**src/rtl/mcs_pkg.sv**
```systemverilog
package mcs_pkg;

  typedef enum logic [2:0] {
    ST_CHECK, ST_IRQ, ST_FETCH, ST_DECODE, ST_EX1, ST_EX2, ST_EX3
  } state_e;

  typedef struct packed {
    logic       ir_ld;
    logic       pc_ld;
    logic       epc_ld;
    logic       a_ld;
    logic       b_ld;
    logic       c_ld;
    logic       reg_we;
    logic       sreg_we;
    logic       mem_we;
    logic [2:0] pc_sel;
    logic [2:0] a_sel;
    logic [2:0] b_sel;
    logic       c_sel;
    logic [2:0] wd_sel;
    logic [1:0] sr_sel;
    logic       ma_sel;
  } ctl_t;

  localparam logic [2:0] PCS_INC = 3'd0, PCS_C = 3'd1, PCS_EPC = 3'd2,
                         PCS_REL = 3'd3, PCS_R5 = 3'd4;
  localparam logic [2:0] AS_REG = 3'd0, AS_NEG = 3'd1, AS_SHIFT = 3'd2,
                         AS_ADD = 3'd3, AS_OR = 3'd4, AS_MEM = 3'd5;
  localparam logic [2:0] BS_REG = 3'd0, BS_IMM_HI = 3'd1, BS_IMM_LO = 3'd2,
                         BS_MRG_HI = 3'd3, BS_MRG_LO = 3'd4;
  localparam logic       CS_REG = 1'b0, CS_ADDR = 1'b1;
  localparam logic [2:0] WD_A = 3'd0, WD_B = 3'd1, WD_ZERO = 3'd2,
                         WD_ONE = 3'd3, WD_SREG = 3'd4;
  localparam logic [1:0] SR_PC = 2'd0, SR_EPC = 2'd1, SR_FLAG = 2'd2,
                         SR_FIELD = 2'd3;
  localparam logic       MA_PC = 1'b0, MA_C = 1'b1;

  localparam ctl_t CTL_IDLE = '0;

endpackage

```
**src/rtl/mcs_next.sv**
```systemverilog
module mcs_next
  import mcs_pkg::*;
#(
  parameter int OP_W = 4
) (
  input  state_e          state_q,
  input  logic [OP_W-1:0] op_code,
  input  logic            irq_take,
  input  logic            a_eq_b,
  input  logic            b_lt_c,
  output state_e          state_d
);
  always_comb begin
    state_d = ST_CHECK;
    case (state_q)
      ST_CHECK:  state_d = irq_take ? ST_IRQ : ST_FETCH;
      ST_IRQ:    state_d = ST_FETCH;
      ST_FETCH:  state_d = ST_DECODE;
      ST_DECODE: state_d = (op_code == OP_W'(6) || op_code == OP_W'(7))
                           ? ST_CHECK : ST_EX1;
      ST_EX1: begin
        if (op_code == OP_W'(0))       state_d = a_eq_b  ? ST_EX2 : ST_CHECK;
        else if (op_code == OP_W'(1))  state_d = !a_eq_b ? ST_EX2 : ST_CHECK;
        else if (op_code == OP_W'(8))  state_d = b_lt_c  ? ST_EX2 : ST_CHECK;
        else if (op_code == OP_W'(11)) state_d = ST_CHECK;
        else                           state_d = ST_EX2;
      end
      ST_EX2: state_d = (op_code == OP_W'(3) || op_code == OP_W'(4) ||
                         op_code == OP_W'(12)) ? ST_EX3 : ST_CHECK;
      default: state_d = ST_CHECK;
    endcase
  end
endmodule

```
**src/rtl/mcs_decode.sv**
```systemverilog
module mcs_decode
  import mcs_pkg::*;
#(
  parameter int OP_W = 4
) (
  input  state_e          state,
  input  logic [OP_W-1:0] op_code,
  input  logic            asp_dir,
  output ctl_t            ctl
);
  always_comb begin
    ctl = CTL_IDLE;
    case (state)
      ST_IRQ: begin
        ctl.epc_ld  = 1'b1;
        ctl.pc_ld   = 1'b1;
        ctl.pc_sel  = PCS_R5;
        ctl.sreg_we = 1'b1;
        ctl.sr_sel  = SR_FLAG;
      end
      ST_FETCH: begin
        ctl.ir_ld   = 1'b1;
        ctl.ma_sel  = MA_PC;
        ctl.pc_ld   = 1'b1;
        ctl.pc_sel  = PCS_INC;
        ctl.sreg_we = 1'b1;
        ctl.sr_sel  = SR_EPC;
      end
      ST_DECODE: begin
        ctl.a_ld    = 1'b1;
        ctl.b_ld    = 1'b1;
        ctl.c_ld    = 1'b1;
        ctl.sreg_we = 1'b1;
        ctl.sr_sel  = SR_PC;
      end
      ST_EX1: begin
        case (op_code)
          OP_W'(2):  begin ctl.a_ld = 1'b1; ctl.a_sel = AS_NEG;   end
          OP_W'(5):  begin ctl.a_ld = 1'b1; ctl.a_sel = AS_SHIFT; end
          OP_W'(10): begin ctl.a_ld = 1'b1; ctl.a_sel = AS_ADD;   end
          OP_W'(14): begin ctl.a_ld = 1'b1; ctl.a_sel = AS_OR;    end
          OP_W'(3):  begin ctl.b_ld = 1'b1; ctl.b_sel = BS_IMM_HI; end
          OP_W'(4):  begin ctl.b_ld = 1'b1; ctl.b_sel = BS_IMM_LO; end
          OP_W'(8):  begin ctl.reg_we = 1'b1; ctl.wd_sel = WD_ZERO; end
          OP_W'(9):  ctl.epc_ld = 1'b1;
          OP_W'(11): begin ctl.pc_ld = 1'b1; ctl.pc_sel = PCS_EPC; end
          OP_W'(12), OP_W'(13): begin ctl.c_ld = 1'b1; ctl.c_sel = CS_ADDR; end
          default: ctl = CTL_IDLE;
        endcase
      end
      ST_EX2: begin
        case (op_code)
          OP_W'(0), OP_W'(1): begin ctl.pc_ld = 1'b1; ctl.pc_sel = PCS_C; end
          OP_W'(2), OP_W'(5), OP_W'(10), OP_W'(14): begin
            ctl.reg_we = 1'b1;
            ctl.wd_sel = WD_A;
          end
          OP_W'(3):  begin ctl.b_ld = 1'b1; ctl.b_sel = BS_MRG_HI; end
          OP_W'(4):  begin ctl.b_ld = 1'b1; ctl.b_sel = BS_MRG_LO; end
          OP_W'(8):  begin ctl.reg_we = 1'b1; ctl.wd_sel = WD_ONE; end
          OP_W'(9):  begin ctl.pc_ld = 1'b1; ctl.pc_sel = PCS_REL; end
          OP_W'(12): begin
            ctl.a_ld   = 1'b1;
            ctl.a_sel  = AS_MEM;
            ctl.ma_sel = MA_C;
          end
          OP_W'(13): begin ctl.mem_we = 1'b1; ctl.ma_sel = MA_C; end
          OP_W'(15): begin
            if (asp_dir) begin
              ctl.sreg_we = 1'b1;
              ctl.sr_sel  = SR_FIELD;
            end else begin
              ctl.reg_we = 1'b1;
              ctl.wd_sel = WD_SREG;
            end
          end
          default: ctl = CTL_IDLE;
        endcase
      end
      ST_EX3: begin
        ctl.reg_we = 1'b1;
        ctl.wd_sel = (op_code == OP_W'(12)) ? WD_A : WD_B;
      end
      default: ctl = CTL_IDLE;
    endcase
  end
endmodule

```
**src/rtl/mcs_ien.sv**
```systemverilog
module mcs_ien
  import mcs_pkg::*;
#(
  parameter int OP_W = 4
) (
  input  logic            clk,
  input  logic            rst,
  input  state_e          state_d,
  input  logic [OP_W-1:0] op_code,
  output logic            ien_q
);
  always_ff @(posedge clk) begin
    if (rst)
      ien_q <= 1'b0;
    else if (state_d == ST_IRQ)
      ien_q <= 1'b0;
    else if (state_d == ST_EX1 && op_code == OP_W'(11))
      ien_q <= 1'b1;
  end
endmodule

```
**src/rtl/mc_sequencer.sv**
```systemverilog
module mc_sequencer
  import mcs_pkg::*;
#(
  parameter int OP_W = 4
) (
  input  logic            clk,
  input  logic            rst,
  input  logic [OP_W-1:0] op_code,
  input  logic            asp_dir,
  input  logic            irq_pending,
  input  logic            a_eq_b,
  input  logic            b_lt_c,
  output logic            ir_ld,
  output logic            pc_ld,
  output logic            epc_ld,
  output logic            a_ld,
  output logic            b_ld,
  output logic            c_ld,
  output logic            reg_we,
  output logic            sreg_we,
  output logic            mem_we,
  output logic [2:0]      pc_sel,
  output logic [2:0]      a_sel,
  output logic [2:0]      b_sel,
  output logic            c_sel,
  output logic [2:0]      wd_sel,
  output logic [1:0]      sr_sel,
  output logic            ma_sel,
  output logic            irq_en
);
  state_e state_q, state_d;
  ctl_t   ctl_d, ctl_q;
  logic   ien_q;

  mcs_next #(.OP_W(OP_W)) u_next (
    .state_q  (state_q),
    .op_code  (op_code),
    .irq_take (irq_pending && ien_q),
    .a_eq_b   (a_eq_b),
    .b_lt_c   (b_lt_c),
    .state_d  (state_d)
  );

  mcs_decode #(.OP_W(OP_W)) u_decode (
    .state   (state_d),
    .op_code (op_code),
    .asp_dir (asp_dir),
    .ctl     (ctl_d)
  );

  mcs_ien #(.OP_W(OP_W)) u_ien (
    .clk     (clk),
    .rst     (rst),
    .state_d (state_d),
    .op_code (op_code),
    .ien_q   (ien_q)
  );

  always_ff @(posedge clk) begin
    if (rst) begin
      state_q <= ST_CHECK;
      ctl_q   <= CTL_IDLE;
    end else begin
      state_q <= state_d;
      ctl_q   <= ctl_d;
    end
  end

  assign ir_ld   = ctl_q.ir_ld;
  assign pc_ld   = ctl_q.pc_ld;
  assign epc_ld  = ctl_q.epc_ld;
  assign a_ld    = ctl_q.a_ld;
  assign b_ld    = ctl_q.b_ld;
  assign c_ld    = ctl_q.c_ld;
  assign reg_we  = ctl_q.reg_we;
  assign sreg_we = ctl_q.sreg_we;
  assign mem_we  = ctl_q.mem_we;
  assign pc_sel  = ctl_q.pc_sel;
  assign a_sel   = ctl_q.a_sel;
  assign b_sel   = ctl_q.b_sel;
  assign c_sel   = ctl_q.c_sel;
  assign wd_sel  = ctl_q.wd_sel;
  assign sr_sel  = ctl_q.sr_sel;
  assign ma_sel  = ctl_q.ma_sel;
  assign irq_en  = ien_q;
endmodule

```
**config.mk**
```make
export PLATFORM = sky130hd
export DESIGN_NAME = mc_sequencer
export DESIGN_NICKNAME = d
export VERILOG_FILES = /design/src/rtl/mcs_pkg.sv /design/src/rtl/mcs_next.sv /design/src/rtl/mcs_decode.sv /design/src/rtl/mcs_ien.sv /design/src/rtl/mc_sequencer.sv
export SDC_FILE = /design/constraint.sdc
export NUM_CORES = 1
export LEC_CHECK = 0
export BUFFER_PORTS_ARGS = -buffer_cell sky130_fd_sc_hd__buf_2
export CORE_MARGIN = 3
export CORE_UTILIZATION = 43
export DETAILED_ROUTE_END_ITERATION = 8
export PLACE_DENSITY = 0.74
export SLEW_MARGIN = 20
export SYNTH_ARGS = -nofsm -noshare
export SYNTH_HDL_FRONTEND = slang
export SYNTH_SLANG_ARGS = --single-unit
```
**constraint.sdc**
```tcl
create_clock -name clk -period 4.4 [get_ports clk]
set_input_delay 0.88 -clock clk [delete_from_list [all_inputs] [get_ports clk]]
set_output_delay 0.88 -clock clk [all_outputs]
set_load 0.02 [all_outputs]
```
# [Word level (Yosys, flattened, before mapping)]
# Index checks and enable logic that the tools add are counted.
[word_totals] regBits=29 in_bits=10 output_inout_bits=26 word_cells=108
[op_classes] eq_ne=26 muxes=46 bitwise=1 reduce_logical=17
[op_table] op="$mux 3" count=11
[op_table] op="$eq 4x4->1 const B" count=8
[op_table] op="$pmux 3 s3" count=3
[op_table] op="$pmux 3 s6" count=1
[op_table] op="$eq 4x3->1 const B" count=4
[op_table] op="$eq 3x3->1 const B" count=5
[op_table] op="$mux 1" count=14
[op_table] op="$pmux 7 s2" count=1
[op_table] op="$eq 3x2->1 const B" count=4
[op_table] op="$pmux 3 s2" count=2
[op_table] op="$pmux 3 s4" count=1
[op_table] op="$reduce_or 2->1" count=6
[op_table] op="$mux 2" count=5
[op_table] op="$eq 4x2->1 const B" count=2
[op_table] op="$pmux 2 s2" count=2
[op_table] op="$eq 3x1->1 const B" count=2
[op_table] op="$pmux 1 s2" count=3
[op_table] op="$pmux 1 s3" count=2
[op_table] op="$pmux 2 s3" count=1
[op_table] op="$reduce_or 3->1" count=2
[op_table] op="$reduce_or 5->1" count=1
[op_table] op="$eq 4x1->1 const B" count=1
[op_table] op="$logic_not 4->1" count=1
[op_table] op="$reduce_or 4->1" count=1
[op_table] op="4 further kinds" count=7

# [Longest topological paths before layout]
[depth] word_depth=9 mapped_depth=7 ltp_nobuf=5

# [Modules after synthesis]
# A second synthesis with hierarchy kept.
[hier_totals] cells_unflattened=168 hier_area_um2=1520.2
[modules_own_cells] module="mc_sequencer" n_inst=1 cells_per_inst=59 area_each_um2=784.5 seq_area_each_um2=560.5
[modules_own_cells] module="mcs_decode" n_inst=1 cells_per_inst=82 area_each_um2=525.5 seq_area_each_um2=0.0
[modules_own_cells] module="mcs_next" n_inst=1 cells_per_inst=21 area_each_um2=150.1 seq_area_each_um2=0.0
[modules_own_cells] module="mcs_ien" n_inst=1 cells_per_inst=6 area_each_um2=60.1 seq_area_each_um2=20.0

# [Least setup slack after synthesis]
# Ideal clock, no wire load.
[synth_timing] path_type="in2reg" startpoint="input port op_code[2]" endpoint="register ctl_q, in the netlist sreg_we" setup_time_ns=0.116 arrival_time_ns=2.296 required_ns=4.284 setup_slack_ns=1.988 path_stages=5 path_buffers=0 path_cell_list="or4b_4 -> o221a_4 -> and2_4 -> or3_1 -> o211a_1"
[synth_between] elab_chain_cells=9 word_cells_on_any_way=27 cone_classes="13 x eq/ne; 9 x mux; 5 x reduce/logical"
[synth_rtl] element="from (decl)" line_no="mc_sequencer.sv:8" source="input logic [OP_W-1:0] op_code,"
[synth_rtl] element="$eq 4x4->1" line_no="mcs_next.sv:25" source="else if (op_code == OP_W'(11)) state_d = ST_CHECK;"
[synth_rtl] element="$mux 3" line_no="mcs_next.sv:25"
[synth_rtl] element="$mux 3" line_no="mcs_next.sv:24" source="else if (op_code == OP_W'(8)) state_d = b_lt_c ? ST_EX2 : ST_CHECK;"
[synth_rtl] element="$mux 3" line_no="mcs_next.sv:23" source="else if (op_code == OP_W'(1)) state_d = !a_eq_b ? ST_EX2 : ST_CHECK;"
[synth_rtl] element="$mux 3" line_no="mcs_next.sv:22" source="if (op_code == OP_W'(0)) state_d = a_eq_b ? ST_EX2 : ST_CHECK;"
[synth_rtl] element="$pmux 3 s6" line_no="mcs_next.sv:15" source="case (state_q)"
[synth_rtl] element="$eq 3x2->1 or $eq 3x1->1 (tied branches)" line_no="mcs_decode.sv:13" source="case (state)"
[synth_rtl] element="$reduce_or 3->1 (no source line)"
[synth_rtl] element="$pmux 1 s2 (*)" line_no="mcs_decode.sv:13"
[synth_rtl] element="to (signal assigned)" line_no="mc_sequencer.sv:65" source="ctl_q <= ctl_d;"
[synth_rtl] element="to (decl)" line_no="mc_sequencer.sv:32" source="ctl_t ctl_d, ctl_q;"
# Mark *: on every way between the ends. The rest lies on a longest branch, timed or not.
# A chain may end at the register's enable or synchronous reset.

# [Worst setup path after layout]
[layout_timing] startpoint="input port op_code[1]" endpoint="register ctl_q, in the netlist sreg_we"
# Same word-level chain as after synthesis.

==> out/results.tsv <==
metric	value	unit
status	finished, final reports clean	
place_area	1488	um^2
cts_resized	0	
rsz0062_at_grt	no	
cts_root_buffer	clkbuf_4	
slowest_delay	0.57	ns
crit_fanout	24	
ctsLongestPathBuffers	2	
drive_above_1_share	0.2688	
ys_warn_count	0	
cellLeakagePower	0.0006525	uW
drtIter0Drc	35	
antenna_found_initial	0	
core	2853	um^2
start_util	0.4636	
synth_fp_nets	164	
drc	0	
seqPwrFrac	0.484	
cts_setup_buffers	0	
tightest_slew	0.3511	ns
post-dp-hpwl	2276	um
grt_pass1_vias	1049	
synth.largest_area_cell	dfxtp_1	
ys_async_sr_fraction	0	
io_pins	36	
finalNetCount	195	
cts_inserted_buffers	5	
slew_headroom	0.7599	
final-setup-viol-count	0	
power_frac_clock	0.387	
synthFlopType	dfxtp_1	
fin_setup_tns	0	ns
cp_top_family	simple AND/OR/NAND/NOR gates	
gp_routability_congestion	0.8724	
grt_max_degree	25	
syn_avg_cell_area	8.588	um^2
yosysTopAreaCellShare	0.4390	
synth_edf_count	0	
die_y	61.46	um
clk_pin_slew_worst_paths	0.09	ns
intPower	434.0	uW
cp.arrival	2.61	ns
cp_slowest_cell	or4b_4	
num_vias	1190	
grt_usage	0.1746	
via_per_inst	5.484	
endpoint_kind	flop	
wl	3111	um
peakVddDrop	0.0001896	V
synth-seq-cells	29	
insertion_delay	0.32	ns
comb_power_share	0.129	
synth-seq-area-share	0.4390	
rows	19	
path_buf_inv	1	
critPathKind	in2reg	
cap_violations	0	
ys_types	48	
powerDensity	365.0	nW/um^2
period_share	0.5419	
yosys-top-cells-area	dfxtp_1 44%, nor2_1 6.5%, a21oi_1 4.9%, nand2b_1 4.3%, nor3_1 3.4%	
n_antenna_cell	0	
ant_nets	0	
grt_overflow	0	
p_sw	140.1	uW
synthCells	154	
wire_per_inst	14.34	um
p_sw_frac	0.2440	
holdBufCountCts	0	
cp_cell_sequence	buf_2 -> or4b_4 -> o221a_4 -> and2_4 -> or3_1 -> o211a_1	
grt_pass1_wl	4816	um
required	4.62	ns
port-buffer-count	35	
dr.pass1.iters	6	
syn2layout_area_growth	18.92	%
htree_levels	2	
syn_area	1323	um^2
dieWidth	61.46	um
cts_sinks	29	
max_freq	0.4194	GHz
cts_tree	yes	
startpoint_type	input port	
finalClockSkew	0.006111	ns
finalCriticalPeriod	2.385	ns
hold_class	reg2reg	
final_area	1573	um^2
die-area	3777	um^2
finalMaxSlewViolations	0	
hold_violations	0	
## routing by layer
layer / global-route usage / wire [um]
met1: 0.2239 / 1402
met3: 0.06918 / 223
met4: 0.08485 / 81
met2: 0.2553 / 1403
met5: 0 / 0
## Yosys cell counts (all sizes together), types with 3 or more instances
cell type  number
nor2b           4
nand2           6
nand3b          3
and2            3
clkbuf         10
nor3b           3
nor2           23
a21oi          14
nand2b          9
nor3            9
dfxtp          29
or3             3
## area by class of cell
type | count | area (um^2)
Clock buffer | 7 | 55.05
Clock inverter | 1 | 30.03
Fill cell | 272 | 1280
Inverter | 2 | 7.507
Multi-Input combinational cell | 112 | 685.7
Sequential cell | 29 | 580.6
Tap cell | 31 | 38.79
Timing Repair Buffer | 35 | 175.2
## cells by family after synthesis
group | after synthesis | share of synthesized area
DFF | 29 | 0.4390
and+or+nand+nor | 78 | 0.3330
AOI/OAI and AO/OA | 32 | 0.1722
buffers and inverters | 13 | 0.04258
xor gates and xnor gates | 2 | 0.01325
## power by group through the flow
stage / Clock, uW / Combinational, uW / Sequential, uW
finish: 222 / 73.8 / 278
floorplan: 0 / 48.2 / 288
global route: 237 / 80.5 / 279
global placement: 0 / 72.8 / 283
detailed placement: 0 / 73.3 / 284
CTS: 227 / 73.6 / 278
## flip-flops by register name (all words and copies together) (netlist names)
name and flops:
a_sel 3, b_sel 3, pc_sel 3, state_q 3, wd_sel 3, sr_sel 2
a_ld 1, b_ld 1, c_ld 1, c_sel 1, epc_ld 1, ir_ld 1
ma_sel 1, mem_we 1, pc_ld 1, reg_we 1, sreg_we 1, u_ien.ien_q 1
## worst min-delay path: cells and delay by family, from the launching register on
family          cells  cell delay [ns]
compound gates      1             0.05
flops               1             0.34
buf+inv             1             0.06
## path summary, 6_finish.rpt
kind / start / end / slack [ns] / depth (start not counted)
worst min register to register: u_ien.ien_q / u_ien.ien_q / 0.51 / 2
worst min-delay path: u_ien.ien_q / u_ien.ien_q / 0.51 / 2
worst max-delay path: op_code[1] / sreg_we / 2.02 / 6
worst max register to register: state_q[2] / a_ld / 2.41 / 5
## through the flow
stage               total power, uW  instances  utilization  worst slack (ns)  hold WS [ns]
CTS                           578.8        217       0.5513             2.031        0.5091
detailed placement            357.2        209       0.5215             1.688        0.4949
global route                  597.1        217       0.5513             1.969        0.5499
finish                        574.1        217       0.5513             2.015        0.5053
floorplan                     336.6        154            -             1.988        0.5537
global placement              356.1        209       0.5215             1.721        0.4760
## placed cells by master, fill, tap and decap left out, types with 3 or more instances in the layout
cell type,count
nand2b_1,9
nor2_1,23
a21oi_1,13
nor3_1,9
nand2_1,6
clkbuf_4,5
nand3b_1,3
nor2b_1,4
buf_2,35
dfxtp_1,29
nor3b_1,3
or3_1,3
No activity file was read; power rests on OpenSTA's default activity.
